## config.mk

```make
export PLATFORM = sky130hd
export DESIGN_NAME = ifetch_queue
export DESIGN_NICKNAME = d
export VERILOG_FILES = /design/src/rtl/pfq_pkg.sv /design/src/rtl/pfq_rst_qual.sv /design/src/rtl/pfq_fetch.sv /design/src/rtl/pfq_buf.sv /design/src/rtl/ifetch_queue.sv
export SDC_FILE = /design/constraint.sdc
export NUM_CORES = 1
export LEC_CHECK = 0
export BUFFER_PORTS_ARGS = -buffer_cell sky130_fd_sc_hd__buf_2
export CORE_UTILIZATION = 40
export DETAILED_ROUTE_END_ITERATION = 10
export GPL_ROUTABILITY_DRIVEN = 0
export SYNTH_ARGS = -nofsm -noshare
export SYNTH_HDL_FRONTEND = slang
export SYNTH_SLANG_ARGS = --single-unit
export TNS_END_PERCENT = 1
```

## constraint.sdc

```tcl
create_clock -name clk -period 6.9 [get_ports clk]
set_input_delay 0.69 -clock clk [delete_from_list [all_inputs] [get_ports clk]]
set_output_delay 0.69 -clock clk [all_outputs]
set_load 0.05 [all_outputs]
```

## src/rtl/pfq_pkg.sv

```systemverilog
package pfq_pkg;

  typedef enum logic [1:0] {
    QS_IDLE  = 2'b00,
    QS_FIRST = 2'b01,
    QS_FLUSH = 2'b10,
    QS_NEXT  = 2'b11
  } qstat_e;

endpackage

```

## src/rtl/pfq_rst_qual.sv

```systemverilog
module pfq_rst_qual #(
  parameter int HOLD = 4
) (
  input  logic clk,
  input  logic rst_n,
  input  logic req,
  output logic active
);
  localparam int CW = $clog2(HOLD + 1);
  localparam logic [CW-1:0] LAST = CW'(HOLD - 1);

  logic [CW-1:0] cnt_q, cnt_d;
  logic          cnt_en;

  always_comb begin
    active = req && (cnt_q == LAST);
    cnt_en = req || (cnt_q != '0);
    if (!req)        cnt_d = '0;
    else if (active) cnt_d = cnt_q;
    else             cnt_d = cnt_q + CW'(1);
  end

  always_ff @(posedge clk or negedge rst_n) begin
    if (!rst_n)      cnt_q <= '0;
    else if (cnt_en) cnt_q <= cnt_d;
  end
endmodule

```

## src/rtl/pfq_fetch.sv

```systemverilog
module pfq_fetch #(
  parameter int SEG_W = 16,
  parameter int OFF_W = 16,
  parameter int PA_W  = 20,
  parameter int STEP  = 2,
  parameter logic [SEG_W-1:0] RST_SEG = '1,
  parameter logic [OFF_W-1:0] RST_OFF = '0
) (
  input  logic             clk,
  input  logic             rst_n,
  input  logic             restart,
  input  logic             jump,
  input  logic [SEG_W-1:0] jump_seg,
  input  logic [OFF_W-1:0] jump_off,
  input  logic             room,
  input  logic             mem_ready,
  output logic             mem_req,
  output logic [PA_W-1:0]  mem_addr,
  output logic             push
);
  localparam int SHIFT = PA_W - SEG_W;

  logic [SEG_W-1:0] seg_q, seg_d;
  logic [OFF_W-1:0] off_q, off_d;
  logic [PA_W-1:0]  addr_q, addr_d, phys;
  logic             req_q, req_d, drop_q, drop_d;
  logic             accept, redirect, issue, ptr_en, req_en;

  always_comb begin
    phys     = {seg_q, {SHIFT{1'b0}}} + PA_W'(off_q);
    accept   = req_q && mem_ready;
    redirect = restart || jump;
    issue    = !redirect && !req_q && room;
    push     = accept && !drop_q && !redirect;
  end

  always_comb begin
    seg_d  = seg_q;
    off_d  = off_q;
    addr_d = addr_q;
    req_d  = req_q;
    drop_d = drop_q;
    if (accept) begin
      req_d  = 1'b0;
      drop_d = 1'b0;
    end
    if (restart) begin
      seg_d = RST_SEG;
      off_d = RST_OFF;
    end else if (jump) begin
      seg_d = jump_seg;
      off_d = jump_off;
    end else if (issue) begin
      req_d  = 1'b1;
      addr_d = phys;
      off_d  = off_q + OFF_W'(STEP);
    end
    if (redirect && req_q && !mem_ready) drop_d = 1'b1;
    ptr_en = redirect || issue;
    req_en = accept || issue || redirect;
  end

  always_ff @(posedge clk or negedge rst_n) begin
    if (!rst_n) begin
      seg_q <= RST_SEG;
      off_q <= RST_OFF;
    end else if (ptr_en) begin
      seg_q <= seg_d;
      off_q <= off_d;
    end
  end

  always_ff @(posedge clk or negedge rst_n) begin
    if (!rst_n) begin
      req_q  <= 1'b0;
      drop_q <= 1'b0;
      addr_q <= '0;
    end else if (req_en) begin
      req_q  <= req_d;
      drop_q <= drop_d;
      addr_q <= addr_d;
    end
  end

  assign mem_req  = req_q;
  assign mem_addr = addr_q;
endmodule

```

## src/rtl/pfq_buf.sv

```systemverilog
module pfq_buf #(
  parameter int DEPTH  = 6,
  parameter int BYTE_W = 8,
  parameter int LANES  = 2
) (
  input  logic                      clk,
  input  logic                      rst_n,
  input  logic                      clear,
  input  logic                      push,
  input  logic [LANES*BYTE_W-1:0]   push_data,
  input  logic                      pop,
  output logic                      take,
  output logic [BYTE_W-1:0]         head,
  output logic [$clog2(DEPTH+1)-1:0] level
);
  localparam int PW = $clog2(DEPTH);
  localparam int LW = $clog2(DEPTH + 1);

  logic [BYTE_W-1:0] store_q [DEPTH];
  logic [BYTE_W-1:0] lane    [LANES];
  logic [BYTE_W-1:0] wd      [DEPTH];
  logic [DEPTH-1:0]  we;
  logic [PW-1:0]     rd_q, rd_d, wr_q, wr_d;
  logic [LW-1:0]     lvl_q, lvl_d;
  logic              ptr_en;

  function automatic logic [PW-1:0] adv(input logic [PW-1:0] p, input int unsigned n);
    logic [PW:0] s;
    s = {1'b0, p} + (PW+1)'(n);
    if (s >= (PW+1)'(DEPTH)) s = s - (PW+1)'(DEPTH);
    return s[PW-1:0];
  endfunction

  for (genvar l = 0; l < LANES; l++) begin : g_lane
    assign lane[l] = push_data[l*BYTE_W +: BYTE_W];
  end

  always_comb begin
    take = pop && !clear && (lvl_q != '0);
    for (int e = 0; e < DEPTH; e++) begin
      we[e] = 1'b0;
      wd[e] = '0;
      for (int l = 0; l < LANES; l++) begin
        if (push && !clear && (adv(wr_q, l) == PW'(e))) begin
          we[e] = 1'b1;
          wd[e] = lane[l];
        end
      end
    end
  end

  always_comb begin
    rd_d  = rd_q;
    wr_d  = wr_q;
    lvl_d = lvl_q;
    if (clear) begin
      rd_d  = '0;
      wr_d  = '0;
      lvl_d = '0;
    end else begin
      if (take) rd_d = adv(rd_q, 1);
      if (push) wr_d = adv(wr_q, LANES);
      lvl_d = lvl_q + (push ? LW'(LANES) : LW'(0)) - (take ? LW'(1) : LW'(0));
    end
    ptr_en = clear || take || push;
  end

  always_ff @(posedge clk or negedge rst_n) begin
    if (!rst_n) begin
      rd_q  <= '0;
      wr_q  <= '0;
      lvl_q <= '0;
    end else if (ptr_en) begin
      rd_q  <= rd_d;
      wr_q  <= wr_d;
      lvl_q <= lvl_d;
    end
  end

  always_ff @(posedge clk) begin
    for (int e = 0; e < DEPTH; e++) begin
      if (we[e]) store_q[e] <= wd[e];
    end
  end

  assign head  = store_q[rd_q];
  assign level = lvl_q;
endmodule

```

## src/rtl/ifetch_queue.sv

```systemverilog
module ifetch_queue
  import pfq_pkg::*;
#(
  parameter int DEPTH    = 6,
  parameter int SEG_W    = 16,
  parameter int OFF_W    = 16,
  parameter int PA_W     = 20,
  parameter int BUS_W    = 16,
  parameter int BYTE_W   = 8,
  parameter int RST_HOLD = 4,
  parameter logic [SEG_W-1:0] RST_SEG = '1,
  parameter logic [OFF_W-1:0] RST_OFF = '0
) (
  input  logic              clk,
  input  logic              rst_n,
  input  logic              sys_reset,
  input  logic              flush,
  input  logic [SEG_W-1:0]  flush_seg,
  input  logic [OFF_W-1:0]  flush_off,
  output logic              mem_req,
  output logic [PA_W-1:0]   mem_addr,
  input  logic              mem_ready,
  input  logic [BUS_W-1:0]  mem_rdata,
  input  logic              pop,
  input  logic              pop_first,
  output logic              head_valid,
  output logic [BYTE_W-1:0] head_byte,
  output logic [1:0]        qstat
);
  localparam int LANES = BUS_W / BYTE_W;
  localparam int LW    = $clog2(DEPTH + 1);

  logic          rst_act, push, room, take, wipe;
  logic [LW-1:0] occ;
  qstat_e        qs_q, qs_d;

  pfq_rst_qual #(.HOLD(RST_HOLD)) u_rq (
    .clk    (clk),
    .rst_n  (rst_n),
    .req    (sys_reset),
    .active (rst_act)
  );

  pfq_fetch #(
    .SEG_W(SEG_W), .OFF_W(OFF_W), .PA_W(PA_W), .STEP(LANES),
    .RST_SEG(RST_SEG), .RST_OFF(RST_OFF)
  ) u_fetch (
    .clk       (clk),
    .rst_n     (rst_n),
    .restart   (rst_act),
    .jump      (flush),
    .jump_seg  (flush_seg),
    .jump_off  (flush_off),
    .room      (room),
    .mem_ready (mem_ready),
    .mem_req   (mem_req),
    .mem_addr  (mem_addr),
    .push      (push)
  );

  pfq_buf #(.DEPTH(DEPTH), .BYTE_W(BYTE_W), .LANES(LANES)) u_buf (
    .clk       (clk),
    .rst_n     (rst_n),
    .clear     (wipe),
    .push      (push),
    .push_data (mem_rdata),
    .pop       (pop),
    .take      (take),
    .head      (head_byte),
    .level     (occ)
  );

  always_comb begin
    wipe       = rst_act || flush;
    room       = occ <= LW'(DEPTH - LANES);
    head_valid = occ != '0;
    if (wipe)           qs_d = QS_FLUSH;
    else if (take)      qs_d = pop_first ? QS_FIRST : QS_NEXT;
    else                qs_d = QS_IDLE;
  end

  always_ff @(posedge clk or negedge rst_n) begin
    if (!rst_n) qs_q <= QS_IDLE;
    else        qs_q <= qs_d;
  end

  assign qstat = qs_q;
endmodule

```

-- Word level (Yosys, flattened, before mapping)
Memory sizes are Yosys's and may differ from the RTL's.
Index checks and enable logic that the tools add are counted.
W data, S select, Z words.
- output and inout bits: 32
- flip-flop bits (word level): 68
- memories: 1
- RAM bits: 48
- input bits: 55
- memories (memory ; words ; width ; read ports ; clocked after memory_dff ; write ports ; RTL line ; RTL):
    u_buf.store_q ; 6 ; 8 ; 1 ; 0 ; 2 ; pfq_buf.sv:19 ; logic [BYTE_W-1:0] store_q [DEPTH];
- order comparisons: 5
- reduce and logical (&&, ||, !) cells: 54
- eq/ne operators: 12
- bitwise operators: 2
- mux-type cells: 75
- $add $sub $neg: 12
- operator list (kind ; number):
    $mux W8 ; 16
    $mux W16 ; 5
    $mux W3 ; 15
    $mux W1 ; 35
    $reduce_or A8 Y1 ; 4
    $logic_and A1 B1 Y1 ; 23
    $add A20 B16 Y20 ; 1
    $add A16 B2 Y16 const B ; 1
    $eq A3 B2 Y1 const B ; 5
    $eq A3 B3 Y1 const B ; 4
    $ge A4 B3 Y1 const B ; 3
    $reduce_and A2 Y1 ; 6
    $sub A3 B3 Y3 const B ; 4
    $reduce_bool A3 Y1 ; 3
    $add A3 B1 Y4 const B ; 2
    $mux W2 ; 4
    $reduce_bool A2 Y1 ; 4
    $logic_or A1 B1 Y1 ; 7
    $eq A3 B1 Y1 const B ; 2
    $logic_not A3 Y1 ; 2
    $add A3 B2 Y4 const B ; 1
    $logic_not A1 Y1 ; 4
    $reduce_and A4 Y1 ; 1
    $add A3 B1 Y3 const B ; 1
    6 further kinds ; 7

-- Depth between registers and ports, before layout
Gate-level depths: netlist of the first run.
- word-level depth: 14
- mapped depth: 13
- mapped depth without buffers: 13

-- Cells and area by module
A second synthesis of the first run with hierarchy kept.
- cells, all modules: 552
- area, all modules: 6128.4 µm²
- modules (own cells, without submodules) (module ; instances ; seq. area each (µm²) ; area each (µm²) ; cells an instance):
    pfq_fetch ; 1 ; 1371.3 ; 3035.4 ; 316
    pfq_buf ; 1 ; 1641.6 ; 2798.9 ; 209
    pfq_rst_qual ; 1 ; 75.1 ; 209.0 ; 19
    ifetch_queue ; 1 ; 50.0 ; 85.1 ; 8

-- Worst setup path before layout of the first run
OpenSTA, ideal clock, no wires.
- kind: reg-to-output
- start: register u_buf.rd_q[0]
- end: output port head_byte[6]
- cell stages (with the launch flop): 6
- data arrival time: 1.947 ns
- path slack: 4.263 ns
- data required time: 6.210 ns
- cells stage by stage: dfrtp_1 buf_2 buf_2 mux4_2 nor2_1 a21oi_1
- longest elaborated chain between the ends: 1
- ends and longest elaborated chain (what ; RTL line ; RTL):
    start: declaration ; pfq_buf.sv:23 ; logic [PW-1:0] rd_q, rd_d, wr_q, wr_d;
    start signal: assignment ; pfq_buf.sv:74 ; rd_q <= rd_d;
    $mem_v2 Z6 W8 ; -- ;
    end: declaration ; ifetch_queue.sv:27 ; output logic [BYTE_W-1:0] head_byte,
Every way passes these cells.

-- Worst setup path in the final report of the first run
- start: register u_rq.cnt_q[0]
- end: register u_buf.lvl_q[2] (netlist: u_buf.level[2])
- longest elaborated chain between the ends: 9
- elaborated cells on any way between the ends: 14
- ends and longest elaborated chain (what ; RTL line ; RTL):
    start: declaration ; pfq_rst_qual.sv:12 ; logic [CW-1:0] cnt_q, cnt_d;
    start signal: assignment ; pfq_rst_qual.sv:25 ; else if (cnt_en) cnt_q <= cnt_d;
    $eq A3 B2 Y1 * ; pfq_rst_qual.sv:16 ; active = req && (cnt_q == LAST);
    $logic_and A1 B1 Y1 * ; pfq_rst_qual.sv:16 ;
    $logic_or A1 B1 Y1 * ; pfq_fetch.sv:32, ifetch_queue.sv:74 ;
    $logic_not A1 Y1 ; pfq_fetch.sv:34, pfq_buf.sv:39 ;
    $logic_and A1 B1 Y1 (on tied branches) ; pfq_fetch.sv:34, pfq_buf.sv:39 ;
    $mux W2 or $logic_and A1 B1 Y1 (tied branches) ; pfq_buf.sv:63, pfq_buf.sv:39 ;
    $add A3 B3 Y3 or $mux W1 (tied branches) ; pfq_buf.sv:63 ; lvl_d = lvl_q + (push ? LW'(LANES) : LW'(0)) - (take ? LW'(1) : LW'(0));
    $sub A3 B3 Y3 ; pfq_buf.sv:63 ;
    $mux W3 ; pfq_buf.sv:56 ; if (clear) begin
    end signal: assignment ; pfq_buf.sv:76 ; lvl_q <= lvl_d;
    end: declaration ; pfq_buf.sv:24 ; logic [LW-1:0] lvl_q, lvl_d;
Every way passes the cells marked *; elsewhere a longest branch is shown, timed or not.
A chain may end at the register's enable or synchronous reset.

==> metrics.txt, run 1 <==
# TYPE chip_impl_metric gauge
chip_impl_info{name="outcome",value="finished clean"} 1
chip_impl_metric{name="syn_avg_cell_area",unit="sq um"} 11.4
chip_impl_metric{name="max-cap-violations",unit=""} 0
chip_impl_metric{name="dieWidth",unit="um"} 124
chip_impl_metric{name="hpwl",unit="um"} 9070
chip_impl_info{name="setup.worst_path.start_class",value="register"} 1
chip_impl_metric{name="first_global_vias",unit=""} 3891
chip_impl_info{name="grt_setup_unrepaired",value="no"} 1
chip_impl_metric{name="clk_latency",unit="ns"} 0.41
chip_impl_metric{name="cp.required",unit="ns"} 7.18
chip_impl_metric{name="layout.core_utilization",unit="%"} 48.4
chip_impl_metric{name="wl_per_cell",unit="um"} 15.7
chip_impl_metric{name="initial_core_util",unit="%"} 41.0
chip_impl_metric{name="gr-total-overflow",unit=""} 0
chip_impl_metric{name="endpoints_failing_setup",unit=""} 0
chip_impl_metric{name="layout-drive-gt1-share",unit="%"} 26.2
chip_impl_metric{name="postSynthRegisterBits",unit=""} 115
chip_impl_metric{name="final_net_count",unit=""} 686
chip_impl_metric{name="cts_htree_levels",unit=""} 4
chip_impl_info{name="clock_tree.root_cell",value="clkbuf_16"} 1
chip_impl_metric{name="cts_setup_buffers",unit=""} 0
chip_impl_info{name="yosysTopAreaCell",value="edfxtp_1"} 1
chip_impl_metric{name="hold_viol",unit=""} 0
chip_impl_metric{name="clk_path_buf_depth",unit=""} 2
chip_impl_metric{name="dr.first_iter.drc_count",unit=""} 186
chip_impl_metric{name="vdd.ir_drop.worst",unit="uV"} 223
chip_impl_metric{name="postCtsResizedCells",unit=""} 0
chip_impl_info{name="layout_commonest_cell",value="buf_2"} 1
chip_impl_metric{name="setup_total_negative_slack",unit="ns"} 0
chip_impl_metric{name="floorplan.die.height",unit="um"} 124
chip_impl_metric{name="worst_slack",unit="ns"} 3.40
chip_impl_metric{name="core_area",unit="sq um"} 14500
chip_impl_metric{name="postCtsHoldBufs",unit=""} 0
chip_impl_metric{name="number_of_synthesized_flops_with_an_enable_pin",unit=""} 48
chip_impl_metric{name="syn-instance-count",unit=""} 524
chip_impl_info{name="path_cells",value="ha_1, ha_1, nand2_1, nand2_1, nor2_2, buf_4, inv_1, ha_1, inv_1, ha_1, xor2_1, nand2_1, xor2_1, nor2_1"} 1
chip_impl_metric{name="total_number_of_clock_tree_sinks",unit=""} 115
chip_impl_metric{name="final_antenna_net_count",unit=""} 0
chip_impl_info{name="kind_of_critical_path",value="reg -> reg"} 1
chip_impl_metric{name="delay_of_the_slowest_critical_path_stage",unit="ns"} 0.56
chip_impl_metric{name="rows",unit=""} 44
chip_impl_metric{name="layout.filler_cells",unit=""} 1365
chip_impl_metric{name="power_leakage",unit="uW"} 0.00307
chip_impl_metric{name="share_of_the_clock_period_used_by_the_worst_path_after_layout",unit="%"} 50.7
chip_impl_metric{name="routed_wl",unit="um"} 12600
chip_impl_metric{name="cts.reportedPaths.clkPinSlew",unit="ns"} 0.05
chip_impl_metric{name="global_route_wire_length_before_repair",unit="um"} 20100
chip_impl_info{name="layout_common_cells",value="86 x buf_2, 51 x dfrtp_1, 48 x nand2_1, 48 x edfxtp_1, 34 x a21oi_1"} 1
chip_impl_metric{name="cp.arrival",unit="ns"} 3.78
chip_impl_metric{name="mappedNetlistArea",unit="sq um"} 5960
chip_impl_info{name="ys_top_cells_by_area",value="edfxtp_1 24%, dfrtp_1 21%, dfstp_2 7.1%, ha_1 5.0%, mux2i_1 4.7%"} 1
chip_impl_metric{name="initial_antenna_violation_count",unit=""} 0
chip_impl_metric{name="remaining_drc_errors",unit=""} 0
chip_impl_metric{name="num_antenna_cells",unit=""} 0
chip_impl_metric{name="floorplan.io_pins",unit=""} 87
chip_impl_metric{name="finalCriticalPeriod",unit="ns"} 3.50
chip_impl_metric{name="placement.setup.worst_slack",unit="ns"} 3.19
chip_impl_metric{name="via_per_inst",unit=""} 5.13
chip_impl_info{name="worst_setup_path_end_kind",value="register"} 1
chip_impl_metric{name="timing.final.max_slew_violations",unit=""} 0
chip_impl_metric{name="timing.clock.skew",unit="ns"} 0.0110
chip_impl_metric{name="timing_worst_slew_pin_value",unit="ns"} 1.09
chip_impl_metric{name="numPortBuffers",unit=""} 86
chip_impl_metric{name="dr_total_vias",unit=""} 4121
chip_impl_metric{name="grt_start_max_net_pins",unit=""} 68
chip_impl_metric{name="syn_nets",unit=""} 604
chip_impl_metric{name="detailedRoute.firstPassIterationCount",unit=""} 4
chip_impl_metric{name="asr_flop_ratio_synth",unit="%"} 58.3
chip_impl_metric{name="tritoncts.num_buffers",unit=""} 17
chip_impl_metric{name="worst_slew_margin_rel",unit="%"} 27.1
chip_impl_metric{name="synth_top_cell_area_share",unit="%"} 24.2
chip_impl_info{name="critical_path.most_common_cell",value="ha_1"} 1
chip_impl_metric{name="yosys_warnings",unit=""} 0
chip_impl_metric{name="groute.usage.overall",unit="%"} 17.6
chip_impl_metric{name="synth_sequential_area_ratio",unit="%"} 52.7
chip_impl_metric{name="flow.area_growth_from_synthesis",unit="%"} 18.1
chip_impl_info{name="tritoncts",value="yes"} 1
chip_impl_metric{name="design.die.area",unit="sq um"} 15400
chip_impl_metric{name="yosysUniqueCellTypes",unit=""} 59
chip_impl_metric{name="critPathMaxFanout",unit=""} 37
chip_impl_info{name="holdCritPathClass",value="in -> async"} 1
chip_impl_info{name="synth-main-ff-cell",value="dfrtp_1"} 1
chip_impl_metric{name="power-per-cell-area",unit="nW/um^2"} 367
chip_impl_info{name="slowest_stage",value="nand2_1"} 1
chip_impl_metric{name="fmax",unit="GHz"} 0.286
registers in the layout (all words and copies together), names as in the netlist:
name	count
u_fetch.drop_q	1
u_fetch.mem_addr	20
u_buf.rd_q	3
u_fetch.off_q	16
qstat	2
u_fetch.seg_q	16
u_buf.wr_q	2
u_fetch.mem_req	1
u_rq.cnt_q	3
u_buf.level	3
u_buf.store_q	48
per-layer routing:
layer	share of wire, %	global-route usage, %	up-vias
li1	-	-	2055
met1	45	23.1	1978
met2	49	27.7	72
met3	4.5	4.85	16
met4	1.7	6.77	0
met5	0	0	-
synth_stat cells (all sizes together) (3+ instances only):
| library cell | number |
|---|---|
| xor2 | 15 |
| mux4 | 8 |
| xnor2 | 14 |
| buf | 13 |
| nand2 | 49 |
| a21oi | 36 |
| nor2b | 5 |
| o21a | 3 |
| nor4 | 3 |
| dfstp | 16 |
| mux2 | 9 |
| and3 | 33 |
| a211oi | 5 |
| or3 | 4 |
| ha | 24 |
| nand4 | 6 |
| and2 | 26 |
| inv | 13 |
| nor2 | 36 |
| o21ai | 27 |
| a21o | 4 |
| nand3 | 9 |
| edfxtp | 48 |
| mux2i | 28 |
| clkbuf | 13 |
| dfrtp | 51 |
cells by family after synthesis:
logic type / after synthesis / share of synthesized area (%)
muxes: 45 / 9.43
and+or+nand+nor: 181 / 15.9
DFF: 115 / 52.7
buffers and inverters: 39 / 2.73
AOI/OAI and AO/OA: 90 / 9.68
adders and majority gates: 25 / 5.37
xor gates and xnor gates: 29 / 4.26
report_power, final:
group	leakage, uW	switching [uW]	internal, uW	total, uW
Sequential	0.00124	103	853	955
Clock	0.000248	279	482	761
Combinational	0.00158	570	295	865
Total	0.00307	952	1630	2580
final cells by class:
type / count / area (sq um) / area share, %
multi-input cells: 370 / 2660 / 37.8
repair buffers: 89 / 453 / 6.43
inverters: 13 / 48.8 / 0.693
clock inverters: 10 / 66.3 / 0.942
clock buffers: 22 / 444 / 6.31
flip-flops and latches: 115 / 3140 / 44.6
well taps: 184 / 230 / 3.27
through the flow:
stage / instance area [sq um] / power (uW) / hold WS [ns] / cells
after detailed placement: 6530 / 1840 / 0.467 / 771
final: 7040 / 2580 / 0.459 / 803
after floorplan: 5960 / 1620 / 0.394 / 524
after CTS: 7040 / 2610 / 0.459 / 803
after global placement: 6530 / 1820 / 0.461 / 771
after global routing: 7040 / 2730 / 0.472 / 803
worst max-delay path: cells and delay by family, from the launching register on:
family                     cells  cell delay, ns
DFF                            1            0.37
adders and majority gates      4            0.90
buffers and inverters          3            0.48
xor gates and xnor gates       2            0.29
and+or+nand+nor                5            1.32
final timing paths:
kind,from,to,slack [ns],depth (start not counted)
worst max-delay path,u_rq.cnt_q[0]$_DFFE_PN0P_,u_buf.level[2]$_DFFE_PN0P_,3.40,14
worst min-delay path,rst_n,u_fetch.mem_addr[11]$_DFFE_PN0P_,0.46,2
worst max register to register,u_rq.cnt_q[0]$_DFFE_PN0P_,u_buf.level[2]$_DFFE_PN0P_,3.40,14
worst min register to register,u_fetch.mem_addr[9]$_DFFE_PN0P_,u_fetch.mem_addr[9]$_DFFE_PN0P_,0.47,2
max in group asynchronous,rst_n,u_buf.level[2]$_DFFE_PN0P_,5.86,2
min in group clk,u_fetch.mem_addr[9]$_DFFE_PN0P_,u_fetch.mem_addr[9]$_DFFE_PN0P_,0.47,2
Note: power is estimated with default switching activity, not from simulation.
==> run 2: changes to the inputs <==
==> constraint.sdc (replaced) <==
create_clock -name clk -period 2.9 [get_ports clk]
set_input_delay 0.29 -clock clk [delete_from_list [all_inputs] [get_ports clk]]
set_output_delay 0.29 -clock clk [all_outputs]
set_load 0.05 [all_outputs]
==> run 2 against run 1 <==
  * Utilization is 1.4 points higher
  * Sequential share of layout area is 1.2 points lower
  * Die area stayed put
  * First-iteration DRC count is 0.54% higher
  * Sequential power is 140% higher
  * Clock-buffer cell count is 1 lower
  * Largest cell class unchanged
==> metrics.txt, run 2 (synthesis gave the netlist of run 1 again) <==
# TYPE chip_impl_metric gauge
chip_impl_info{name="outcome",value="finished clean"} 1
chip_impl_metric{name="fmax",unit="GHz"} 0.399
chip_impl_metric{name="floorplan.die.height",unit="um"} 124
chip_impl_metric{name="setup_total_negative_slack",unit="ns"} 0
chip_impl_metric{name="layout.core_utilization",unit="%"} 49.8
chip_impl_metric{name="grt_start_max_net_pins",unit=""} 37
chip_impl_metric{name="routed_wl",unit="um"} 12900
chip_impl_metric{name="design.die.area",unit="sq um"} 15400
chip_impl_metric{name="critPathMaxFanout",unit=""} 6
chip_impl_info{name="critPathTopFamily",value="compound AO/OA/AOI/OAI gates"} 1
chip_impl_metric{name="layout.filler_cells",unit=""} 1324
chip_impl_metric{name="cp.arrival",unit="ns"} 2.80
chip_impl_metric{name="clk_path_buf_depth",unit=""} 2
chip_impl_metric{name="flow.area_growth_from_synthesis",unit="%"} 21.5
chip_impl_metric{name="core_area",unit="sq um"} 14500
chip_impl_metric{name="power_leakage",unit="uW"} 0.00318
chip_impl_metric{name="gr-total-overflow",unit=""} 0
chip_impl_metric{name="wl_per_cell",unit="um"} 15.8
chip_impl_metric{name="final_net_count",unit=""} 698
chip_impl_info{name="holdCritPathClass",value="in -> reg"} 1
chip_impl_metric{name="tritoncts.num_buffers",unit=""} 17
chip_impl_metric{name="timing_worst_slew_pin_value",unit="ns"} 0.757
chip_impl_metric{name="cp.required",unit="ns"} 3.19
chip_impl_metric{name="hpwl",unit="um"} 9110
chip_impl_metric{name="p_int",unit="uW"} 4220
chip_impl_metric{name="cts_htree_levels",unit=""} 4
chip_impl_metric{name="final_cell_count_no_fill",unit=""} 815
chip_impl_metric{name="numPortBuffers",unit=""} 86
chip_impl_metric{name="num_antenna_cells",unit=""} 0
chip_impl_metric{name="min_path_cells",unit=""} 2
chip_impl_info{name="clock_tree.root_cell",value="clkbuf_16"} 1
chip_impl_metric{name="dr.first_iter.drc_count",unit=""} 187
chip_impl_metric{name="place.detailed.instances",unit=""} 782
chip_impl_metric{name="rows",unit=""} 44
chip_impl_metric{name="fin_area",unit="sq um"} 7240
chip_impl_info{name="largest_register",value="u_buf.store_q"} 1
chip_impl_metric{name="final_antenna_net_count",unit=""} 0
chip_impl_metric{name="placedInstanceArea",unit="sq um"} 6610
chip_impl_metric{name="hold_viol",unit=""} 0
chip_impl_metric{name="worst_slew_margin_rel",unit="%"} 49.0
chip_impl_metric{name="largest_reg_flops",unit=""} 48
chip_impl_metric{name="postCtsHoldBufs",unit=""} 1
chip_impl_metric{name="comb_power_share",unit="%"} 31.9
chip_impl_metric{name="critPathBufInv",unit=""} 0
chip_impl_metric{name="max-cap-violations",unit=""} 0
chip_impl_info{name="worstReg2RegEnd",value="u_fetch.mem_addr[12]$_DFFE_PN0P_"} 1
chip_impl_metric{name="net-switching-power",unit="uW"} 2310
chip_impl_info{name="path_cells",value="ha_1, fa_1, a21oi_1, o21ai_1, o21ba_2, o21a_1, or3_1, a41o_1"} 1
chip_impl_metric{name="reg2reg_depth",unit=""} 8
chip_impl_metric{name="vdd.ir_drop.worst",unit="uV"} 458
chip_impl_metric{name="timing.reg2reg.setup_slack",unit="ns"} 0.40
chip_impl_metric{name="cts.reportedPaths.clkPinSlew",unit="ns"} 0.05
chip_impl_metric{name="initial_antenna_violation_count",unit=""} 0
chip_impl_metric{name="remaining_drc_errors",unit=""} 0
chip_impl_metric{name="clk_latency",unit="ns"} 0.41
chip_impl_metric{name="p_seq_share",unit="%"} 34.7
chip_impl_metric{name="groute.usage.overall",unit="%"} 17.8
chip_impl_metric{name="pwr-share-clk",unit="%"} 33.4
chip_impl_metric{name="dr_total_vias",unit=""} 4180
chip_impl_info{name="slowest_stage",value="dfrtp_1"} 1
chip_impl_info{name="holdCritStartpoint",value="pop_first"} 1
chip_impl_metric{name="finalCriticalPeriod",unit="ns"} 2.50
chip_impl_info{name="r2r-start",value="u_fetch.off_q[4]$_DFFE_PN0P_"} 1
chip_impl_metric{name="postCtsResizedCells",unit=""} 0
chip_impl_metric{name="timing.final.max_slew_violations",unit=""} 0
chip_impl_metric{name="layout-drive-gt1-share",unit="%"} 28.7
chip_impl_info{name="kind_of_critical_path",value="reg -> reg"} 1
chip_impl_info{name="worst_setup_path_end_kind",value="register"} 1
chip_impl_info{name="layout_commonest_cell",value="buf_2"} 1
chip_impl_metric{name="cts_setup_buffers",unit=""} 0
chip_impl_metric{name="power-per-cell-area",unit="nW/um^2"} 901
chip_impl_metric{name="total_number_of_clock_tree_sinks",unit=""} 115
chip_impl_metric{name="initial_core_util",unit="%"} 41.0
chip_impl_info{name="setup.worst_path.start_class",value="register"} 1
chip_impl_metric{name="floorplan.io_pins",unit=""} 87
chip_impl_metric{name="switching_share",unit="%"} 35.4
chip_impl_info{name="grt_setup_unrepaired",value="no"} 1
chip_impl_metric{name="global_route_wire_length_before_repair",unit="um"} 20300
chip_impl_metric{name="delay_of_the_slowest_critical_path_stage",unit="ns"} 0.44
chip_impl_metric{name="endpoints_failing_setup",unit=""} 0
chip_impl_metric{name="first_global_vias",unit=""} 4065
chip_impl_metric{name="dieWidth",unit="um"} 124
chip_impl_metric{name="detailedRoute.firstPassIterationCount",unit=""} 4
chip_impl_info{name="layout_common_cells",value="86 x buf_2, 51 x dfrtp_1, 48 x nand2_1, 48 x edfxtp_1, 34 x a21oi_1"} 1
chip_impl_metric{name="share_of_the_clock_period_used_by_the_worst_path_after_layout",unit="%"} 86.3
chip_impl_info{name="tritoncts",value="yes"} 1
chip_impl_metric{name="timing.clock.skew",unit="ns"} 0.00871
chip_impl_info{name="worstHoldEndpoint",value="qstat[1]$_DFF_PN0_"} 1
chip_impl_metric{name="via_per_inst",unit=""} 5.13
==> run 2: power by group through the flow <==
stage / clock [uW] / sequential [uW] / combinational [uW]
2_1_floorplan: 0 / 2720 / 1120
3_3_place_gp: 0 / 2280 / 2060
3_5_place_dp: 0 / 2290 / 2090
4_1_cts: 2220 / 2270 / 2100
5_1_grt: 2290 / 2310 / 2280
6_report: 2180 / 2270 / 2080
==> run 2: worst max-delay path by stage <==
stage	from	end	depth (start not counted)
2_1_floorplan	u_fetch.mem_req$_DFFE_PN0P_	u_buf.level[2]$_DFFE_PN0P_	11
3_3_place_gp	u_fetch.off_q[4]$_DFFE_PN0P_	u_fetch.mem_addr[12]$_DFFE_PN0P_	8
3_5_place_dp	u_fetch.off_q[4]$_DFFE_PN0P_	u_fetch.mem_addr[12]$_DFFE_PN0P_	8
4_1_cts	u_fetch.off_q[4]$_DFFE_PN0P_	u_fetch.mem_addr[12]$_DFFE_PN0P_	8
5_1_grt	u_fetch.off_q[4]$_DFFE_PN0P_	u_fetch.mem_addr[12]$_DFFE_PN0P_	8
6_report	u_fetch.off_q[4]$_DFFE_PN0P_	u_fetch.mem_addr[12]$_DFFE_PN0P_	8
==> run 2: layout make-up <==
cell class	instances	area (sq um)	area share, %
Inverter	13	48.8	0.674
Timing Repair Buffer	101	546	7.53
Multi-Input combinational cell	370	2660	36.7
Clock buffer	21	460	6.36
Sequential cell	115	3140	43.3
Tap cell	184	230	3.18
Clock inverter	11	159	2.19
==> run 2: per-layer routing <==
metal  wire length, um  up-vias  part of all wire [%]  track usage (%)
met5                 0        -                     0                0
li1                  -     2075                     -                -
met3               406       14                   3.2             3.98
met2              6350       79                    49             29.1
met4               172        0                   1.3             7.51
met1              5920     2012                    46             22.7
==> run 2: per-stage QoR <==
| stage | total power (uW) | setup slack, ns | hold WS [ns] |
|---|---|---|---|
| floorplan | 3850 | 0.518 | -0.00559 |
| global placement | 4340 | 0.454 | 0.266 |
| detailed placement | 4380 | 0.410 | 0.281 |
| CTS | 6580 | 0.404 | 0.0677 |
| global route | 6890 | 0.279 | 0.0820 |
| finish | 6520 | 0.397 | 0.0797 |
==> run 2: worst register-to-register path: cells and delay by family (launching register included) <==
family	cells	cell delay, ns
and+or+nand+nor	1	0.30
adders and majority gates	2	0.69
AOI/OAI and AO/OA	5	0.96
DFF	1	0.44
